<file path="config.mk">
export PLATFORM = sky130hd
export DESIGN_NAME = sram_bus_ctrl
export DESIGN_NICKNAME = d
export VERILOG_FILES = /design/src/rtl/sram_ctrl_pkg.sv /design/src/rtl/sram_ctrl_fsm.sv /design/src/rtl/sram_ctrl_datapath.sv /design/src/rtl/sram_bus_ctrl.sv
export SDC_FILE = /design/constraint.sdc
export NUM_CORES = 1
export LEC_CHECK = 0
export BUFFER_PORTS_ARGS = -buffer_cell sky130_fd_sc_hd__buf_2
export CORE_MARGIN = 2
export CORE_UTILIZATION = 41
export CTS_BUF_LIST = sky130_fd_sc_hd__clkbuf_8
export DETAILED_ROUTE_END_ITERATION = 7
export PLACE_DENSITY = 0.69
export SETUP_SLACK_MARGIN = 0.5
export SLEW_MARGIN = 0
export SYNTH_ARGS = -nofsm -noshare
export SYNTH_HDL_FRONTEND = slang
export SYNTH_SLANG_ARGS = --single-unit
</file>
<file path="constraint.sdc">
create_clock -name clk -period 3.79 [get_ports clk]
set_clock_uncertainty 0.1 [all_clocks]
set_input_delay 0.758 -clock clk [delete_from_list [all_inputs] [get_ports clk]]
set_output_delay 0.758 -clock clk [all_outputs]
set_load 0.005 [all_outputs]
</file>
<file path="src/rtl/sram_ctrl_pkg.sv">
`timescale 1ns/1ps
package sram_ctrl_pkg;

  typedef enum logic [2:0] {
    ST_IDLE,
    ST_RD_ACCESS,
    ST_WR_SETUP,
    ST_WR_PULSE,
    ST_WR_HOLD,
    ST_TURN
  } ctrl_state_t;

  // strobes from control to datapath
  typedef struct packed {
    logic selOn;      // chip selects and lane selects active next cycle
    logic weOn;       // write enable low next cycle
    logic oeOn;       // output enable low next cycle
    logic driveOn;    // controller drives the bus next cycle
    logic loadReq;    // take request fields this edge
    logic captureRd;  // sample read data this edge
  } ctrl_strobe_t;

  function automatic int ceilCycles(input int durPs, input int periodPs);
    return (durPs + periodPs - 1) / periodPs;
  endfunction

  function automatic int maxOf(input int a, input int b);
    return (a > b) ? a : b;
  endfunction

endpackage

</file>
<file path="src/rtl/sram_ctrl_fsm.sv">
`timescale 1ns/1ps
module sram_ctrl_fsm
  import sram_ctrl_pkg::*;
#(
  parameter int RD_CYC = 12,
  parameter int TA_CYC = 5,
  parameter int SU_CYC = 1,
  parameter int WP_CYC = 9,
  parameter int HD_CYC = 2
) (
  input  logic         clk,
  input  logic         rstN,
  input  logic         reqValid,
  input  logic         reqWrite,
  output logic         reqReady,
  output ctrl_strobe_t ctrl
);

  localparam int MAX_CYC = maxOf(maxOf(RD_CYC, TA_CYC), maxOf(maxOf(SU_CYC, WP_CYC), HD_CYC));
  localparam int CNT_W   = $clog2(MAX_CYC + 1);
  localparam logic [CNT_W-1:0] RD_LOAD = CNT_W'(RD_CYC - 1);
  localparam logic [CNT_W-1:0] TA_LOAD = CNT_W'(TA_CYC - 1);
  localparam logic [CNT_W-1:0] SU_LOAD = CNT_W'(SU_CYC - 1);
  localparam logic [CNT_W-1:0] WP_LOAD = CNT_W'(WP_CYC - 1);
  localparam logic [CNT_W-1:0] HD_LOAD = CNT_W'(HD_CYC - 1);

  ctrl_state_t state, stateNext;
  logic [CNT_W-1:0] waitCnt, waitCntNext;
  logic waitDone;

  assign waitDone = (waitCnt == '0);
  assign reqReady = (state == ST_IDLE);

  always_comb begin
    stateNext      = state;
    waitCntNext    = waitDone ? waitCnt : waitCnt - 1'b1;
    ctrl.loadReq   = 1'b0;
    ctrl.captureRd = 1'b0;
    case (state)
      ST_IDLE: begin
        if (reqValid) begin
          ctrl.loadReq = 1'b1;
          if (reqWrite) begin
            stateNext   = ST_WR_SETUP;
            waitCntNext = SU_LOAD;
          end else begin
            stateNext   = ST_RD_ACCESS;
            waitCntNext = RD_LOAD;
          end
        end
      end
      ST_RD_ACCESS: begin
        if (waitDone) begin
          ctrl.captureRd = 1'b1;
          stateNext      = ST_TURN;
          waitCntNext    = TA_LOAD;
        end
      end
      ST_WR_SETUP: begin
        if (waitDone) begin
          stateNext   = ST_WR_PULSE;
          waitCntNext = WP_LOAD;
        end
      end
      ST_WR_PULSE: begin
        if (waitDone) begin
          stateNext   = ST_WR_HOLD;
          waitCntNext = HD_LOAD;
        end
      end
      ST_WR_HOLD: begin
        if (waitDone) stateNext = ST_IDLE;
      end
      ST_TURN: begin
        if (waitDone) stateNext = ST_IDLE;
      end
      default: stateNext = ST_IDLE;
    endcase
  end

  // pin strobes are decoded from the next state so the registered pins line up with the state
  always_comb begin
    ctrl.selOn   = (stateNext == ST_RD_ACCESS) || (stateNext == ST_WR_SETUP) ||
                   (stateNext == ST_WR_PULSE)  || (stateNext == ST_WR_HOLD);
    ctrl.weOn    = (stateNext == ST_WR_PULSE);
    ctrl.oeOn    = (stateNext == ST_RD_ACCESS);
    ctrl.driveOn = (stateNext == ST_WR_SETUP) || (stateNext == ST_WR_PULSE) ||
                   (stateNext == ST_WR_HOLD);
  end

  always_ff @(posedge clk or negedge rstN) begin
    if (!rstN) begin
      state   <= ST_IDLE;
      waitCnt <= '0;
    end else begin
      state   <= stateNext;
      waitCnt <= waitCntNext;
    end
  end

endmodule

</file>
<file path="src/rtl/sram_ctrl_datapath.sv">
`timescale 1ns/1ps
module sram_ctrl_datapath
  import sram_ctrl_pkg::*;
#(
  parameter int ADDR_W = 18,
  parameter int DATA_W = 16,
  localparam int LANES = DATA_W / 8
) (
  input  logic              clk,
  input  logic              rstN,
  input  ctrl_strobe_t      ctrl,
  input  logic [ADDR_W-1:0] reqAddr,
  input  logic [DATA_W-1:0] reqWData,
  input  logic [LANES-1:0]  reqMask,
  input  logic [DATA_W-1:0] memDqIn,
  output logic [ADDR_W-1:0] memAddr,
  output logic              memCsN,
  output logic              memCs,
  output logic              memWeN,
  output logic              memOeN,
  output logic [LANES-1:0]  memBeN,
  output logic [DATA_W-1:0] memDqOut,
  output logic              memDqOe,
  output logic [DATA_W-1:0] rdData,
  output logic              rdValid
);

  logic [LANES-1:0]  maskQ;
  logic [LANES-1:0]  maskNow;
  logic [DATA_W-1:0] laneBits;

  assign maskNow = ctrl.loadReq ? reqMask : maskQ;

  for (genvar l = 0; l < LANES; l++) begin : g_lane
    assign laneBits[l*8 +: 8] = {8{maskQ[l]}};
  end

  always_ff @(posedge clk or negedge rstN) begin
    if (!rstN) begin
      memAddr  <= '0;
      memDqOut <= '0;
      maskQ    <= '0;
      memCsN   <= 1'b1;
      memCs    <= 1'b0;
      memWeN   <= 1'b1;
      memOeN   <= 1'b1;
      memBeN   <= '1;
      memDqOe  <= 1'b0;
      rdData   <= '0;
      rdValid  <= 1'b0;
    end else begin
      if (ctrl.loadReq) begin
        memAddr  <= reqAddr;
        memDqOut <= reqWData;
        maskQ    <= reqMask;
      end
      memCsN  <= ~ctrl.selOn;
      memCs   <= ctrl.selOn;
      memWeN  <= ~ctrl.weOn;
      memOeN  <= ~ctrl.oeOn;
      memBeN  <= ~(maskNow & {LANES{ctrl.selOn}});
      memDqOe <= ctrl.driveOn;
      rdValid <= ctrl.captureRd;
      if (ctrl.captureRd) rdData <= memDqIn & laneBits;
    end
  end

endmodule

</file>
<file path="src/rtl/sram_bus_ctrl.sv">
`timescale 1ns/1ps
module sram_bus_ctrl
  import sram_ctrl_pkg::*;
#(
  parameter int ADDR_W        = 18,
  parameter int DATA_W        = 16,
  parameter int CLK_PERIOD_PS = 4000,
  parameter int T_ACC_PS      = 45000,  // address/select to read data
  parameter int T_CYC_PS      = 45000,  // read and write cycle time
  parameter int T_WP_PS       = 35000,  // write window
  parameter int T_DW_PS       = 25000,  // data valid before write end
  parameter int T_AS_PS       = 0,      // address setup before write start
  parameter int T_HZ_PS       = 18000,  // device bus release
  localparam int LANES = DATA_W / 8
) (
  input  logic              clk,
  input  logic              rstN,
  input  logic              reqValid,
  output logic              reqReady,
  input  logic              reqWrite,
  input  logic [ADDR_W-1:0] reqAddr,
  input  logic [DATA_W-1:0] reqWData,
  input  logic [LANES-1:0]  reqMask,
  output logic [DATA_W-1:0] rdData,
  output logic              rdValid,
  output logic [ADDR_W-1:0] memAddr,
  output logic              memCsN,
  output logic              memCs,
  output logic              memWeN,
  output logic              memOeN,
  output logic [LANES-1:0]  memBeN,
  output logic [DATA_W-1:0] memDqOut,
  output logic              memDqOe,
  input  logic [DATA_W-1:0] memDqIn
);

  localparam int WC_CYC = maxOf(1, ceilCycles(T_CYC_PS, CLK_PERIOD_PS));
  localparam int RD_CYC = maxOf(ceilCycles(T_ACC_PS, CLK_PERIOD_PS), WC_CYC);
  localparam int TA_CYC = maxOf(1, ceilCycles(T_HZ_PS, CLK_PERIOD_PS));
  localparam int SU_CYC = maxOf(1, ceilCycles(T_AS_PS, CLK_PERIOD_PS));
  localparam int WP_CYC = maxOf(1, maxOf(ceilCycles(T_WP_PS, CLK_PERIOD_PS),
                                         ceilCycles(T_DW_PS, CLK_PERIOD_PS)));
  localparam int HD_CYC = (WC_CYC > SU_CYC + WP_CYC) ? (WC_CYC - SU_CYC - WP_CYC) : 1;

  ctrl_strobe_t ctrl;

  sram_ctrl_fsm #(
    .RD_CYC(RD_CYC), .TA_CYC(TA_CYC), .SU_CYC(SU_CYC),
    .WP_CYC(WP_CYC), .HD_CYC(HD_CYC)
  ) fsm_i (
    .clk(clk), .rstN(rstN), .reqValid(reqValid), .reqWrite(reqWrite),
    .reqReady(reqReady), .ctrl(ctrl)
  );

  sram_ctrl_datapath #(.ADDR_W(ADDR_W), .DATA_W(DATA_W)) dp_i (
    .clk(clk), .rstN(rstN), .ctrl(ctrl),
    .reqAddr(reqAddr), .reqWData(reqWData), .reqMask(reqMask), .memDqIn(memDqIn),
    .memAddr(memAddr), .memCsN(memCsN), .memCs(memCs), .memWeN(memWeN),
    .memOeN(memOeN), .memBeN(memBeN), .memDqOut(memDqOut), .memDqOe(memDqOe),
    .rdData(rdData), .rdValid(rdValid)
  );

endmodule

</file>
-- Yosys cells after proc, flatten, opt, wreduce, memory -nomap -nowiden
Index checks and enable logic that the tools add are counted.
- register bits: 67
- bits of input ports: 56
- output and inout port bits: 59
- logic and storage cells: 56
- $add $sub $neg: 1
- equality and inequality tests: 9
- multiplexer cells: 19
- bitwise gates (word level): 6
- reduce and logical (&&, ||, !) cells: 8
- operators by type and width (kind ; count):
    4-bit two-way mux ; 6
    16-bit bitwise AND ; 1
    4-bit case mux with 4 select lines ; 1
    3-bit two-way mux ; 5
    3-bit case mux with 5 select lines ; 1
    3-bit by 2-bit equality test with 1-bit output, second input constant ; 4
    3-bit equality test, second input constant ; 3
    3-bit by 1-bit equality test with 1-bit output, second input constant ; 2
    1-bit logical OR ; 5
    4-bit logical NOT ; 1
    1-bit two-way mux ; 4
    2-bit two-way mux ; 2
    4-bit by 1-bit subtractor with 4-bit output, second input constant ; 1
    3-bit logical NOT ; 1
    1-bit inverter ; 3
    2-bit bitwise AND ; 1
    2-bit inverter ; 1
    2-bit OR reduction ; 1

-- Logic depth before layout (Yosys ltp)
- depth in word-level cells: 9
- depth in mapped cells: 8

-- Modules after synthesis
From an unflattened synthesis, not the netlist that was laid out.
- cells, all modules: 227
- area, all modules: 2954.1 µm²
- modules (own cells, without submodules) (module ; instances ; cells an instance ; area each (µm²) ; sequential area each (µm²)):
    sram_ctrl_datapath ; 1 ; 158 ; 2357.3 ; 1507.7
    sram_ctrl_fsm ; 1 ; 69 ; 596.8 ; 175.2

-- Least setup slack after synthesis
OpenSTA, ideal clock, no wires.
- path kind: register to register
- start point: register fsm_i.waitCnt[0]
- end point: register fsm_i.waitCnt[0]
- setup time: 0.136 ns
- data arrival time: 1.771 ns
- required time: 3.554 ns
- path slack: 1.783 ns
- stages on the path, launching flop included: 9
- buffers on the path: 0
- cell sequence: dfrtp_1 inv_1 ha_1 nor3b_4 inv_1 ha_1 or2_2 a31oi_1 o21ai_0
- word-level cells in the longest chain between the ends: 4
- elaborated cells between the ends (all ways): 8
- ends and longest elaborated chain (item ; RTL line ; source):
    start: declaration ; sram_ctrl_fsm.sv:28 ; logic [CNT_W-1:0] waitCnt, waitCntNext;
    start signal: assignment ; sram_ctrl_fsm.sv:97 ; waitCnt <= waitCntNext;
    4-bit by 1-bit subtractor with 4-bit output or 4-bit logical NOT (tied branches) ; sram_ctrl_fsm.sv:36, sram_ctrl_fsm.sv:31 ;
    4-bit two-way mux ; sram_ctrl_fsm.sv:36 ; waitCntNext = waitDone ? waitCnt : waitCnt - 1'b1;
    4-bit two-way mux, on equally long branches ; -- ;
    4-bit case mux with 4 select lines (*) ; sram_ctrl_fsm.sv:39 ; case (state)
    named net fsm_i.waitCntNext[0] ; sram_ctrl_fsm.sv:28 ;
Mark *: on every way through the listed nets, which the timed path passes. The rest lies on a longest branch.
A chain may end at the register's enable or synchronous reset.

-- Worst setup path after layout
Ends and elaborated chain as after synthesis.

==> key figures <==
Synth
  – Ys flop type: dfrtp_1
  – Synth Cell Area: 0.002877 mm²
  – Share of the synthesized area in the top cell type: 53.94%
  – Post-synth EDFFs: 0
  – Syn avg cell area: 12.84 µm²
  – Yosys synthesis warning count: 0
  – Post-synth ARST share: between 90% and 100%
  – Top cells by area, synth: dfrtp_1, mux2_2, mux2i_1
  – Post-synthesis sequential area ratio: around 60%
  – Syn Nets: around 280
  – Post-synthesis instance total: 224
  – Netlist cell types: 40
  – Yosys top cell by area: dfrtp_1
  – #FFs+latches synth: 67

STA
  – Max Slew Vio Count: 0
  – Final Hold Fails: 0
  – Headroom to the max-slew limit: 46.36%
  – Crit share post-route: 59.55%
  – Fin worst setup slack: 1533 ps
  – F_max: 0.4431 GHz
  – Final setup viols: 0
  – Setup_tns: 0 ps
  – Worst slew pin tran: 804.5 ps
  – Fin crit period: 2257 ps
  – RSZ-0062 raised after global routing: no

Clock tree
  – CTS tree: yes
  – # H-tree levels: 3
  – Clock Tree Buf Depth: 2
  – Num CTS Buffers: 9
  – Post_cts resized: 0
  – Root buf cell: clkbuf_8
  – # hold bufs at CTS: 0
  – Clk sinks: 67
  – Clk Latency, worst-skew pair: 320 ps
  – Post-CTS setup buffer count: 0
  – Clock-pin transition on the worst setup and hold timing paths: 70 ps

Cells and area
  – Most frequent cells in the layout: buf_2, dfrtp_1, mux2_2
  – Nets: 399
  – Area Overhead vs Synth: 28.27%
  – Most common cell after layout, fill and taps aside: buf_2
  – Layout cell share with drive strength beyond 1: 49.28%
  – Diode count: 0

Hold path
  – Hold endpoint: dp_i.memAddr[6]
  – Worst Hold Launch: dp_i.memAddr[6]
  – Worst hold-check path type: reg2reg
  – Hold Path Stages: 1

GRT
  – Grt ovf: 0
  – M3 GR Usage: 4.241%
  – Vias in the first global route: roughly 2000
  – Top Usage Layer GRT: met2
  – All-Layer GR Usage: 15.10%
  – Met1 usage: 17.87%
  – First-pass GRT wire length: 9.073 mm
  – Met2 Use GR: 25.83%
  – Largest net degree at the start of global routing: 68
  – Initial antenna violation count: 0

Detailed routing
  – Final WL: roughly 5.6 mm
  – Overall via count from detail_route: approximately 2000
  – Remaining DRCs: 0
  – Average wire per standard cell: 12.63 µm
  – Final ANT Viol Nets: 0
  – 1st-pass router iterations: 4
  – Vias per cell: 4.619
  – Initial DRC Count: 97

Floorplanning
  – Die footprint: about 0.0077 mm²
  – Site row count: 30
  – Initial Util: 42.34%
  – Die Width: 87.76 µm
  – Core Box Area: 0.006794 mm²
  – Num ports: about 120
  – Die span in y: roughly 88 µm

Placed design
  – Final HPWL DP: approximately 4 mm
  – GP Congestion: roughly 0.82
  – DP Worst Slack: about 1500 ps
  – IO Port Bufs: around 110

Critical path
  – Crit path kind: reg2reg
  – Crit Path Max Fanout: 7
  – Reg2Reg Depth: 8
  – Critical R2R Launch: fsm_i.waitCnt[0]
  – CP required: approximately 3900 ps
  – R2r endpoint: fsm_i.waitCnt[0]
  – Crit. End Element: register
  – CP arrival: 2330 ps
  – Worst reg-to-reg setup slack: between 1500 and 2000 ps
  – Type of origin of the critical path: register

Status
  – Outcome: finished, final reports clean

Power and ir drop
  – Pwr dens: about 760 mW/mm²
  – VDD IR-drop max: between 0.3 and 0.4 mV
  – Total power: 2.793 mW
  – Leak Pwr: 1.952 nW

Flow run
  – Maxcap violations: 0
[Yosys cell counts, types with 2 or more instances]
cell and number:
mux2_1 10, a22oi_1 2, nand2b_1 2, inv_1 23, dfstp_2 5, buf_6 2
nor2_1 6, ha_1 3, mux2_2 27, mux2i_1 17, buf_2 4, nor3_1 2
or2_2 2, a21oi_1 4, clkbuf_1 4, dfrtp_1 62, o21ai_0 6, o22ai_1 3
nand2_1 19
[power by group]
group | switching (mW) | internal, mW | leakage [nW]
sequential | 0.225 | 1.05 | 0.818
combinational | 0.423 | 0.554 | 1.03
clock | 0.247 | 0.297 | 0.105
[worst max-delay path by stage]
stage,from,to,slack [ps]
final,fsm_i.waitCnt[0],fsm_i.waitCnt[0],1530
after global routing,fsm_i.waitCnt[0],fsm_i.waitCnt[0],1290
after CTS,fsm_i.waitCnt[0],fsm_i.waitCnt[0],1530
after detailed placement,fsm_i.waitCnt[0],fsm_i.waitCnt[0],1540
after global placement,fsm_i.waitCnt[0],fsm_i.waitCnt[0],1650
after floorplan,fsm_i.waitCnt[0],fsm_i.waitCnt[0],1780
[logic make-up after synthesis]
kind of cell	count (synthesis)	synth area share, %
buffers and inverters	35	5.959
and+or+nand+nor	42	8.613
xor gates and xnor gates	1	0.3045
muxes	54	20.40
DFF	67	58.50
adders and majority gates	4	1.653
AOI/OAI and AO/OA	21	4.568
[flip-flops by register name (all words and copies together) (netlist names), 2 cells and up]
| register | count |
|---|---|
| dp_i.memAddr | 18 |
| fsm_i.state | 3 |
| fsm_i.waitCnt | 4 |
| dp_i.rdData | 16 |
| dp_i.memBeN | 2 |
| dp_i.maskQ | 2 |
| dp_i.memDqOut | 16 |
[through the flow]
stage	cells	area (µm²)	hold WS (ps)	util [%]
2_1_floorplan	224	2877	362.4	-
3_3_place_gp	425	3505	365.7	51.58
3_5_place_dp	425	3505	370.6	51.58
4_1_cts	441	3690	386.6	54.31
5_1_grt	441	3690	407.2	54.31
6_report	441	3690	383.7	54.31
[area by class of cell]
type | instances | area, µm²
multi-input cells | 122 | 1022
clock buffers | 9 | 123.9
clock inverters | 7 | 61.31
flip-flops and latches | 67 | 1683
repair buffers | 117 | 593.1
inverters | 23 | 86.33
fillers | 617 | 3104
well taps | 96 | 120.1
[worst max-delay path, cell delays in order (launching register included)]
cell and delay (ps):
dfrtp_1 400, inv_1 90, ha_1 230, nor3b_4 380, inv_1 170, ha_1 230, or2_2 270, a31oi_1 150
o21ai_0 90
[per-layer routing]
layer / share of wire (%) / wire (µm)
met5: 0 / 0
met4: 0.61 / 34
met3: 7.3 / 407
met2: 49 / 2713
met1: 43 / 2412
Power figures use the tool's default switching activity.
